===== src/rtl/snoop_pkg.sv =====
package snoop_pkg;

    localparam int OFS_W  = 11;
    localparam int DATA_W = 8;

    typedef enum logic [1:0] {
        K_TEXT  = 2'd0,
        K_GLYPH = 2'd1,
        K_PORT  = 2'd2
    } kind_t;

    typedef struct packed {
        kind_t             kind;
        logic [OFS_W-1:0]  ofs;
        logic [DATA_W-1:0] data;
    } cap_t;

    localparam int CAP_W = $bits(cap_t);

endpackage


===== src/rtl/snoop_sync.sv =====
module snoop_sync #(
    parameter int ADDR_W = 16,
    parameter int DATA_W = 8,
    parameter int STAGES = 2
) (
    input  logic              clk,
    input  logic              rst_n,
    input  logic [ADDR_W-1:0] addr_i,
    input  logic [DATA_W-1:0] data_i,
    input  logic              mreq_n_i,
    input  logic              iorq_n_i,
    input  logic              wr_n_i,
    output logic [ADDR_W-1:0] addr_o,
    output logic [DATA_W-1:0] data_o,
    output logic              mreq_n_o,
    output logic              iorq_n_o,
    output logic              wr_n_o
);
    localparam int VEC_W = ADDR_W + DATA_W + 3;
    localparam logic [VEC_W-1:0] IDLE_VEC = {3'b111, {(ADDR_W + DATA_W){1'b0}}};

    logic [VEC_W-1:0] stage_q [STAGES];

    generate
        for (genvar s = 0; s < STAGES; s++) begin : g_stage
            if (s == 0) begin : g_first
                always_ff @(posedge clk or negedge rst_n) begin
                    if (!rst_n) stage_q[0] <= IDLE_VEC;
                    else        stage_q[0] <= {mreq_n_i, iorq_n_i, wr_n_i, addr_i, data_i};
                end
            end else begin : g_next
                always_ff @(posedge clk or negedge rst_n) begin
                    if (!rst_n) stage_q[s] <= IDLE_VEC;
                    else        stage_q[s] <= stage_q[s-1];
                end
            end
        end
    endgenerate

    assign {mreq_n_o, iorq_n_o, wr_n_o, addr_o, data_o} = stage_q[STAGES-1];

endmodule


===== src/rtl/snoop_fsm.sv =====
module snoop_fsm
    import snoop_pkg::*;
#(
    parameter int         ADDR_W  = 16,
    parameter logic [7:0] IO_PORT = 8'h40
) (
    input  logic              clk,
    input  logic              rst_n,
    input  logic [ADDR_W-1:0] addr_s,
    input  logic [DATA_W-1:0] data_s,
    input  logic              mreq_n_s,
    input  logic              iorq_n_s,
    input  logic              wr_n_s,
    output logic              push,
    output cap_t              entry
);
    typedef enum logic [1:0] {
        S_IDLE    = 2'd0,
        S_CAPTURE = 2'd1,
        S_HOLD    = 2'd2
    } state_t;

    state_t state_q, state_d;

    logic any_wr, mem_hit, io_hit;

    always_comb begin
        any_wr  = !wr_n_s && (!mreq_n_s || !iorq_n_s);
        mem_hit = !mreq_n_s && !wr_n_s && (addr_s[ADDR_W-1 -: 4] == 4'hF);
        io_hit  = mreq_n_s && !iorq_n_s && !wr_n_s && (addr_s[7:0] == IO_PORT);
    end

    // state register
    always_ff @(posedge clk or negedge rst_n) begin
        if (!rst_n) state_q <= S_IDLE;
        else        state_q <= state_d;
    end

    // next state
    always_comb begin
        state_d = state_q;
        unique case (state_q)
            S_IDLE:    if (any_wr) state_d = S_CAPTURE;       // go_capture
            S_CAPTURE: state_d = wr_n_s ? S_IDLE : S_HOLD;    // go_idle_short / go_hold
            S_HOLD:    if (wr_n_s) state_d = S_IDLE;          // go_release
            default:   state_d = S_IDLE;
        endcase
    end

    // outputs
    always_comb begin
        push       = 1'b0;
        entry.kind = K_TEXT;
        entry.ofs  = addr_s[OFS_W-1:0];
        entry.data = data_s;
        unique case (state_q)
            S_CAPTURE: begin
                if (mem_hit) begin
                    push       = 1'b1;
                    entry.kind = addr_s[OFS_W] ? K_GLYPH : K_TEXT;
                end else if (io_hit) begin
                    push       = 1'b1;
                    entry.kind = K_PORT;
                end
            end
            S_IDLE, S_HOLD: push = 1'b0;
            default:        push = 1'b0;
        endcase
    end

endmodule


===== src/rtl/snoop_fifo.sv =====
module snoop_fifo #(
    parameter int WIDTH = 21,
    parameter int DEPTH = 4
) (
    input  logic             clk,
    input  logic             rst_n,
    input  logic             push,
    input  logic [WIDTH-1:0] din,
    input  logic             pop,
    output logic [WIDTH-1:0] dout,
    output logic             empty,
    output logic             full
);
    localparam int PTR_W = (DEPTH > 1) ? $clog2(DEPTH) : 1;
    localparam int CNT_W = $clog2(DEPTH + 1);
    localparam logic [PTR_W-1:0] LAST = PTR_W'(DEPTH - 1);

    logic [WIDTH-1:0] mem_q [DEPTH];
    logic [PTR_W-1:0] wr_ptr, rd_ptr;
    logic [CNT_W-1:0] count;
    logic             wr_ok, rd_ok;

    assign empty = (count == '0);
    assign full  = (count == CNT_W'(DEPTH));
    assign wr_ok = push && !full;
    assign rd_ok = pop && !empty;
    assign dout  = mem_q[rd_ptr];

    always_ff @(posedge clk) begin
        if (wr_ok) mem_q[wr_ptr] <= din;
    end

    always_ff @(posedge clk or negedge rst_n) begin
        if (!rst_n) begin
            wr_ptr <= '0;
            rd_ptr <= '0;
            count  <= '0;
        end else begin
            if (wr_ok) wr_ptr <= (wr_ptr == LAST) ? '0 : wr_ptr + 1'b1;
            if (rd_ok) rd_ptr <= (rd_ptr == LAST) ? '0 : rd_ptr + 1'b1;
            case ({wr_ok, rd_ok})
                2'b10:   count <= count + 1'b1;
                2'b01:   count <= count - 1'b1;
                default: count <= count;
            endcase
        end
    end

endmodule


===== src/rtl/bus_write_snooper.sv =====
module bus_write_snooper
    import snoop_pkg::*;
#(
    parameter int         FIFO_DEPTH = 4,
    parameter logic [7:0] IO_PORT    = 8'h40,
    parameter int         SYNC_STAGES = 2
) (
    input  logic        clk,
    input  logic        rst_n,
    input  logic [15:0] addr,
    input  logic [7:0]  data,
    input  logic        mreq_n,
    input  logic        iorq_n,
    input  logic        wr_n,
    input  logic        mem_busy,
    output logic        vram_wr_n,
    output logic        text_we,
    output logic [10:0] text_addr,
    output logic [7:0]  text_data,
    output logic        glyph_we,
    output logic [10:0] glyph_addr,
    output logic [7:0]  glyph_data,
    output logic        glyph_sel
);
    localparam int ADDR_W = 16;

    logic [ADDR_W-1:0] addr_s;
    logic [DATA_W-1:0] data_s;
    logic              mreq_n_s, iorq_n_s, wr_n_s;
    logic              cap_push;
    cap_t              cap_in, cap_out;
    logic [CAP_W-1:0]  fifo_out;
    logic              fifo_empty, fifo_full, drain;

    // raw window decode toward external logic
    assign vram_wr_n = !(!mreq_n && !wr_n && (addr[15:12] == 4'hF));

    snoop_sync #(
        .ADDR_W (ADDR_W),
        .DATA_W (DATA_W),
        .STAGES (SYNC_STAGES)
    ) i_sync (
        .clk      (clk),
        .rst_n    (rst_n),
        .addr_i   (addr),
        .data_i   (data),
        .mreq_n_i (mreq_n),
        .iorq_n_i (iorq_n),
        .wr_n_i   (wr_n),
        .addr_o   (addr_s),
        .data_o   (data_s),
        .mreq_n_o (mreq_n_s),
        .iorq_n_o (iorq_n_s),
        .wr_n_o   (wr_n_s)
    );

    snoop_fsm #(
        .ADDR_W  (ADDR_W),
        .IO_PORT (IO_PORT)
    ) i_fsm (
        .clk      (clk),
        .rst_n    (rst_n),
        .addr_s   (addr_s),
        .data_s   (data_s),
        .mreq_n_s (mreq_n_s),
        .iorq_n_s (iorq_n_s),
        .wr_n_s   (wr_n_s),
        .push     (cap_push),
        .entry    (cap_in)
    );

    snoop_fifo #(
        .WIDTH (CAP_W),
        .DEPTH (FIFO_DEPTH)
    ) i_fifo (
        .clk   (clk),
        .rst_n (rst_n),
        .push  (cap_push),
        .din   (cap_in),
        .pop   (drain),
        .dout  (fifo_out),
        .empty (fifo_empty),
        .full  (fifo_full)
    );

    assign drain   = !mem_busy && !fifo_empty;
    assign cap_out = cap_t'(fifo_out);

    always_ff @(posedge clk or negedge rst_n) begin
        if (!rst_n) begin
            text_we    <= 1'b0;
            text_addr  <= '0;
            text_data  <= '0;
            glyph_we   <= 1'b0;
            glyph_addr <= '0;
            glyph_data <= '0;
            glyph_sel  <= 1'b0;
        end else begin
            text_we  <= 1'b0;
            glyph_we <= 1'b0;
            if (drain) begin
                unique case (cap_out.kind)
                    K_TEXT: begin
                        text_we   <= 1'b1;
                        text_addr <= cap_out.ofs;
                        text_data <= cap_out.data;
                    end
                    K_GLYPH: begin
                        glyph_we   <= 1'b1;
                        glyph_addr <= cap_out.ofs;
                        glyph_data <= cap_out.data;
                    end
                    K_PORT:  glyph_sel <= cap_out.data[0];
                    default: glyph_sel <= glyph_sel;
                endcase
            end
        end
    end

endmodule


===== config.mk =====
export PLATFORM = sky130hd
export DESIGN_NAME = bus_write_snooper
export DESIGN_NICKNAME = d
export VERILOG_FILES = /design/src/rtl/snoop_pkg.sv /design/src/rtl/snoop_sync.sv /design/src/rtl/snoop_fsm.sv /design/src/rtl/snoop_fifo.sv /design/src/rtl/bus_write_snooper.sv
export SDC_FILE = /design/constraint.sdc
export NUM_CORES = 1
export LEC_CHECK = 0
export ABC_CLOCK_PERIOD_IN_PS = 2750
export BUFFER_PORTS_ARGS = -buffer_cell sky130_fd_sc_hd__buf_2
export CAP_MARGIN = 25
export CORE_MARGIN = 10
export CORE_UTILIZATION = 57
export CTS_CLUSTER_SIZE = 24
export DETAILED_ROUTE_END_ITERATION = 12
export GPL_TIMING_DRIVEN = 0
export PLACE_DENSITY = 0.84
export RECOVER_POWER = 25
export SYNTH_ARGS = -nofsm -noshare
export SYNTH_HDL_FRONTEND = slang
export SYNTH_SLANG_ARGS = --single-unit

===== constraint.sdc =====
create_clock -name clk -period 2.75 [get_ports clk]
set_clock_uncertainty 0.05 [all_clocks]
set_input_delay 0.4125 -clock clk [delete_from_list [all_inputs] [get_ports clk]]
set_output_delay 0.4125 -clock clk [all_outputs]
set_load 0.03 [all_outputs]

# --- Word level (Yosys, flattened, before mapping) ---
# Memory sizes are Yosys's and may differ from the RTL's.
# Cells that the tools add are included.
totals:
  register_bits: 104
  ramBits: 84
  input_bits: 30
  output_inout_bits: 42
  word_cells: 81
  memories: 1
op_classes:
  n_addsub: 4
  n_eq_ne: 14
  mux: 20
  n_reduce_logical: 29
memory_table:
  columns: ["memory", "words", "word_bits", "read_ports", "rd_ports_with_merged_regs", "wr", "line", "source"]
  rows:
  - ["i_fifo.mem_q", 4, 21, 1, 0, 1, "snoop_fifo.sv:18", "logic [WIDTH-1:0] mem_q [DEPTH];"]
ops:
  columns: ["cell", "n"]
  rows:
  - ["$mux 2", 8]
  - ["$logic_and 1x1->1", 11]
  - ["$eq 2x2->1 const B", 5]
  - ["$mux 1", 10]
  - ["$logic_not 1->1", 9]
  - ["$eq 4x4->1 const B", 2]
  - ["$eq 8x7->1 const B", 1]
  - ["$reduce_and 2->1", 4]
  - ["$eq 2x1->1 const B", 3]
  - ["$pmux 2 s3", 1]
  - ["$pmux 3 s2", 1]
  - ["$add 2x1->2 const B", 2]
  - ["$logic_not 2->1", 2]
  - ["$add 3x1->3 const B", 1]
  - ["$eq 3x3->1 const B", 1]
  - ["$logic_not 3->1", 1]
  - ["$sub 3x1->3 const B", 1]
  - ["$ne 2x1->1 const B", 1]
  - ["$ne 2x2->1 const B", 1]
  - ["$reduce_bool 2->1", 1]
  - ["$logic_or 1x1->1", 1]

# --- Logic depth before layout (Yosys ltp) ---
depth:
  depth_word: 10
  ltp_mapped: 10
  depth_no_buf: 10

# --- Hierarchy ---
# From an unflattened synthesis, not the netlist that was laid out.
hier_totals:
  cells_unflattened: 354
  hier_area_um2: 6884.1
modules_own_cells:
  columns: ["mod", "n_inst", "cells_per_inst", "area_each_um2", "seq_area_each_um2"]
  rows:
  - ["snoop_fifo", 1, 151, 3483.3, 2697.6]
  - ["bus_write_snooper", 1, 90, 1580.3, 1026.0]
  - ["snoop_sync", 1, 78, 1539.0, 1358.8]
  - ["snoop_fsm", 1, 35, 281.5, 50.0]

# --- Worst setup path after synthesis ---
# No wires, ideal clock.
synth_timing:
  kind: "register -> register"
  start: "register i_sync.stage_q, in the netlist i_sync.mreq_n_o"
  end: "memory i_fifo.mem_q[3][0] (enable)"
  setup_time_ps: 379
  arrival_ps: 1866
  t_required_ps: 2321
  path_slack_ps: 455
  path_stages_with_launch: 5
  path_buffers: 0
  synth_period_minus_slack_ps: 2295
  cell_sequence: "dfstp_2 -> nor4b_1 -> nand3_1 -> a221oi_2 -> and2_1"
synth_between:
  elab_chain_cells: 9
  word_cells_on_any_way: 12
  cone_classes: "mux: 5; reduce/logical: 7"
synth_lines:
  columns: ["item", "line", "source"]
  rows:
  - ["from (decl)", "snoop_sync.sv:22", "logic [VEC_W-1:0] stage_q [STAGES];"]
  - ["from (signal, indexed assignment)", "snoop_sync.sv:34", "else stage_q[s] <= stage_q[s-1];"]
  - ["$logic_and 1x1->1 (3 in series)", "snoop_fsm.sv:30", "io_hit = mreq_n_s && !iorq_n_s && !wr_n_s && (addr_s[7:0] == IO_PORT);"]
  - ["$mux 1", "snoop_fsm.sv:61", "end else if (io_hit) begin"]
  - ["$mux 1 (*)", "snoop_fsm.sv:58", "if (mem_hit) begin"]
  - ["$mux 1 (*)", "snoop_fsm.sv:56", "unique case (state_q)"]
  - ["$logic_and 1x1->1 (*)", "snoop_fifo.sv:25", "assign wr_ok = push && !full;"]
  - ["$mux 1 (*)", "snoop_fifo.sv:30", "if (wr_ok) mem_q[wr_ptr] <= din;"]
  - ["$mux 1 (not written as such) (*)", "snoop_fifo.sv:30", null]
  - ["to (decl)", "snoop_fifo.sv:18", null]
# Every way passes the cells marked *; elsewhere a longest branch is shown, timed or not.

# --- Final worst setup path ---
layout_timing:
  start: "register i_sync.stage_q, in the netlist i_sync.mreq_n_o"
  end: "register i_fifo.count[2]"
layout_between:
  elab_chain_cells: 9
  word_cells_on_any_way: 14
  cone_classes: "eq/ne: 2; mux: 4; reduce/logical: 8"
layout_lines:
  columns: ["item", "line", "source"]
  rows:
  - ["$logic_and 1x1->1 (3 in series)", "snoop_fsm.sv:30", null]
  - ["$mux 1", "snoop_fsm.sv:61", null]
  - ["$mux 1 (*)", "snoop_fsm.sv:58", null]
  - ["$mux 1 (*)", "snoop_fsm.sv:56", null]
  - ["$logic_and 1x1->1 (*)", "snoop_fifo.sv:25", null]
  - ["$eq 2x1->1 or $eq 2x2->1 (tied branches)", "snoop_fifo.sv:41", "case ({wr_ok, rd_ok})"]
  - ["$pmux 3 s2 or $reduce_bool 2->1 (tied branches)", null, null]
  - ["to (signal assigned)", "snoop_fifo.sv:42", "2'b10: count <= count + 1'b1;"]
  - ["to (signal assigned)", "snoop_fifo.sv:43", "2'b01: count <= count - 1'b1;"]
  - ["to (signal assigned)", "snoop_fifo.sv:44", "default: count <= count;"]
  - ["to (decl)", "snoop_fifo.sv:20", "logic [CNT_W-1:0] count;"]
# Marked as above.
# A chain may end at the register's enable or synchronous reset.

==> metrics.yaml <==
status:
  status: "completed"
sta:
  setup_viol: 0
  rsz0062_at_grt: "no"
  hold_violations: 0
  fmax_mhz: 395
  finalWorstPathRequiredPeriod_ps: 2530
  period_share_pct: 92.0
  slew_violations: 0
  worst_pin_slew_ps: 805
  max_slew_margin_pct: 45.9
worst_hold_path:
  hold_class: "primary input to register"
  worstHoldStart: "mreq_n"
  hold_path_depth: 1
  hold_end: "i_sync.stage_q[53]$_DFF_PN1_"
finish:
  n_fill_cell: 701
  multi_input_area_um2: 1300
  synthToLayoutAreaGrowth_pct: 18.1
  fin_cells: 556
  drive_above_1_share_pct: 43.3
  nNetsFinal: 437
  seqCellArea_um2: 5130
  diodes: 0
  fin_util_pct: 68.1
  fin_area_um2: 7710
global_routing:
  grt_pass1_vias: 3320
  grt_antenna_before_repair: 0
  track_usage_pct: 15.3
  grt.overflow.total: 0
  grt_max_degree: 64
  grt_pass1_wl_um: 18900
pwr:
  p_leak_nw: 3.11
  power_density_nw_per_um2: 990
  ir_drop_mv: 0.798
routing:
  first_iter_violations: 302
  vias: 3027
  drt_pass1_iterations: 4
  drt-wirelength-per-cell_um: 21.0
  antenna_left: 0
  drt-total-wl_um: 11700
  vias_per_cell: 5.44
  drc_errors: 0
cts:
  cts.path.max_buffers: 2
  cts-root-buf: "clkbuf_16"
  htreeDepth: 4
  clkTransAtPathRegs_ps: 60
  cts.sinks: 188
  cts_buffers: 17
  clk-insertion-delay-late_ps: 420
  tritoncts: "built"
  post-cts-setup-buffers: 0
job:
  drv_cap: 0
floorplanning:
  top_level_ports: 72
  dieWidth_um: 127
  die_y_um: 127
  coreArea_um2: 11300
  rows: 39
  die_area_um2: 16100
  start_util_pct: 57.6
yosys:
  synth_area_um2: 6530
  synth-edff-count: 84
  synthFlopType: "dfrtp_1"
  yosysMostFrequentCell: "dfrtp_1"
  syn_area_per_cell_um2: 21.3
  yosysTopAreaCell: "edfxtp_1"
  synthCells: 307
  ys_top_cells_by_count: "98 x dfrtp_1, 84 x edfxtp_1, 39 x mux2_2"
  synth_top_cell_area_share_pct: 38.7
  synthArstFlopShare_pct: 55.3
  synth_seq_cells: 188
  synth_cell_types: 29
  ys_seq_area_share_pct: 78.6
  synth_area_leaders: "edfxtp_1 39%, dfrtp_1 38%, mux4_2 7.2%, mux2_2 6.7%, dfstp_2 2.4%"
  synth_warnings: 0
  syn_nets: 344
setup_path:
  crit_type: "register to register"
  rrSetupSlack_ps: 220
  crit_path_max_fanout: 7
  crit_chain: "nor4b_1 > nand3_1 > a221oi_2 > inv_1 > ha_1 > inv_1 > fa_1 > xor2_1 > nor2_1 > xor2_1"
  r2r_end: "i_fifo.count[2]$_DFFE_PN0P_"
  crit_required_ps: 3000
  cp-end-kind: "register"
  reg2reg_from: "i_sync.mreq_n_o$_DFF_PN1_"
  cp_data_arrival_time_ps: 2780
  cpPeakStageDelay_ps: 540
  slowest_stage: "dfstp_2"
  r2r_cells: 10
  start_kind: "register"
place:
  portBuffers: 71
  dp_hpwl_um: 7230
  dp.cells: 522
  dpl_cell_area_um2: 7090
  globalplace.congestion: 0.760
-- sequential cells by signal, summed over array words and instances (netlist names) --
register,flops
i_sync.mreq_n_o,1
i_sync.iorq_n_o,1
glyph_addr,11
i_sync.addr_o,16
i_sync.stage_q,27
i_fifo.mem_q,84
text_we,1
text_data,8
text_addr,11
glyph_we,1
glyph_sel,1
i_fifo.rd_ptr,2
glyph_data,8
i_sync.wr_n_o,1
i_fifo.wr_ptr,2
i_sync.data_o,8
i_fsm.state_q,2
i_fifo.count,3
-- where the power goes --
part | switching (mW) | total, mW | internal (mW)
Sequential | 0.204 | 3.46 | 3.26
Combinational | 1.07 | 1.80 | 0.729
Clock | 0.984 | 2.37 | 1.39
-- worst max-delay path by stage --
stage / end / from / slack, ps / cells past startpoint
finish: i_fifo.count[2]$_DFFE_PN0P_ / i_sync.mreq_n_o$_DFF_PN1_ / 220 / 10
global placement: i_fifo.mem_q[0][16]$_DFFE_PP_ / i_sync.mreq_n_o$_DFF_PN1_ / -50 / 4
global route: i_fifo.count[2]$_DFFE_PN0P_ / i_sync.addr_o[0]$_DFF_PN0_ / 30 / 10
detailed placement: i_fifo.mem_q[3][16]$_DFFE_PP_ / i_sync.mreq_n_o$_DFF_PN1_ / -120 / 4
CTS: i_fifo.count[2]$_DFFE_PN0P_ / i_sync.mreq_n_o$_DFF_PN1_ / 160 / 10
floorplan: i_fifo.mem_q[3][0]$_DFFE_PP_ / i_sync.mreq_n_o$_DFF_PN1_ / 450 / 4
-- metal layers --
layer / up-vias / part of all wire (%) / GRT usage (%)
met2: 96 / 50 / 24.3
met4: 0 / 1.2 / 5.76
met1: 1577 / 43 / 19.1
met3: 10 / 5.9 / 5.05
met5: - / 0 / 0
li1: 1344 / - / -
-- metrics by stage --
stage	hold WS, ps	setup TNS (ps)	power, mW	worst slack [ps]
after floorplan	66.9	0	4.72	455
after global placement	284	-3950	5.18	-52.5
after detailed placement	285	-8860	5.28	-121
after CTS	21.1	0	7.67	161
after global routing	18.5	0	7.94	34.6
final	33.0	0	7.63	220
-- cells in the final DEF, fill, tap and decap left out, types with 3 or more instances in the layout --
cell type and n:
dfrtp_1 98, edfxtp_1 84, buf_2 67, mux2_2 39
mux4_2 21, clkbuf_16 20, clkbuf_1 8, inv_1 7
ha_1 6, dfstp_2 6, nor2_1 5, buf_6 5
and2_2 4, mux2_1 4, clkinv_2 4, nor3_1 3
clkbuf_8 3, inv_4 3
-- layout make-up --
| type | count | share of cell area [%] |
|---|---|---|
| buffer | 9 | 0.925 |
| clock buffer | 24 | 7.08 |
| clock inverter | 8 | 0.617 |
| inverter | 7 | 0.341 |
| multi-input combinational | 103 | 16.9 |
| sequential | 188 | 66.6 |
| tap | 143 | 2.32 |
| timing repair buffer | 74 | 5.27 |
-- repair_timing --
action | in CTS | in global routing
hold buffers | 1 | 0
hold endpoints to repair | 41 | 0
endpoints found under the setup margin | 84 | 0
resized for setup | 4 | 0
-- cell families (layout without fill, tap and decap cells) --
family / Yosys count / after routing / share of synthesized area, %
buffers and inverters: 16 / 122 / 1.50
adders and majority gates: 7 / 7 / 1.46
DFF: 188 / 188 / 78.6
muxes: 65 / 65 / 14.8
and+or+nand+nor: 25 / 25 / 2.74
AOI/OAI and AO/OA: 3 / 3 / 0.441
xor gates and xnor gates: 3 / 3 / 0.403
-- critical path, delay by kind of cell (launching register included) --
family                   cells  cell delay, ps
flip-flops                   1             540
AO/OA/AOI/OAI                1             480
AND/OR/NAND/NOR              3             460
adder cells (fa/ha/maj)      2             410
XOR/XNOR                     2             300
buffers and inverters        2             170
Power figures use the tool's default switching activity.
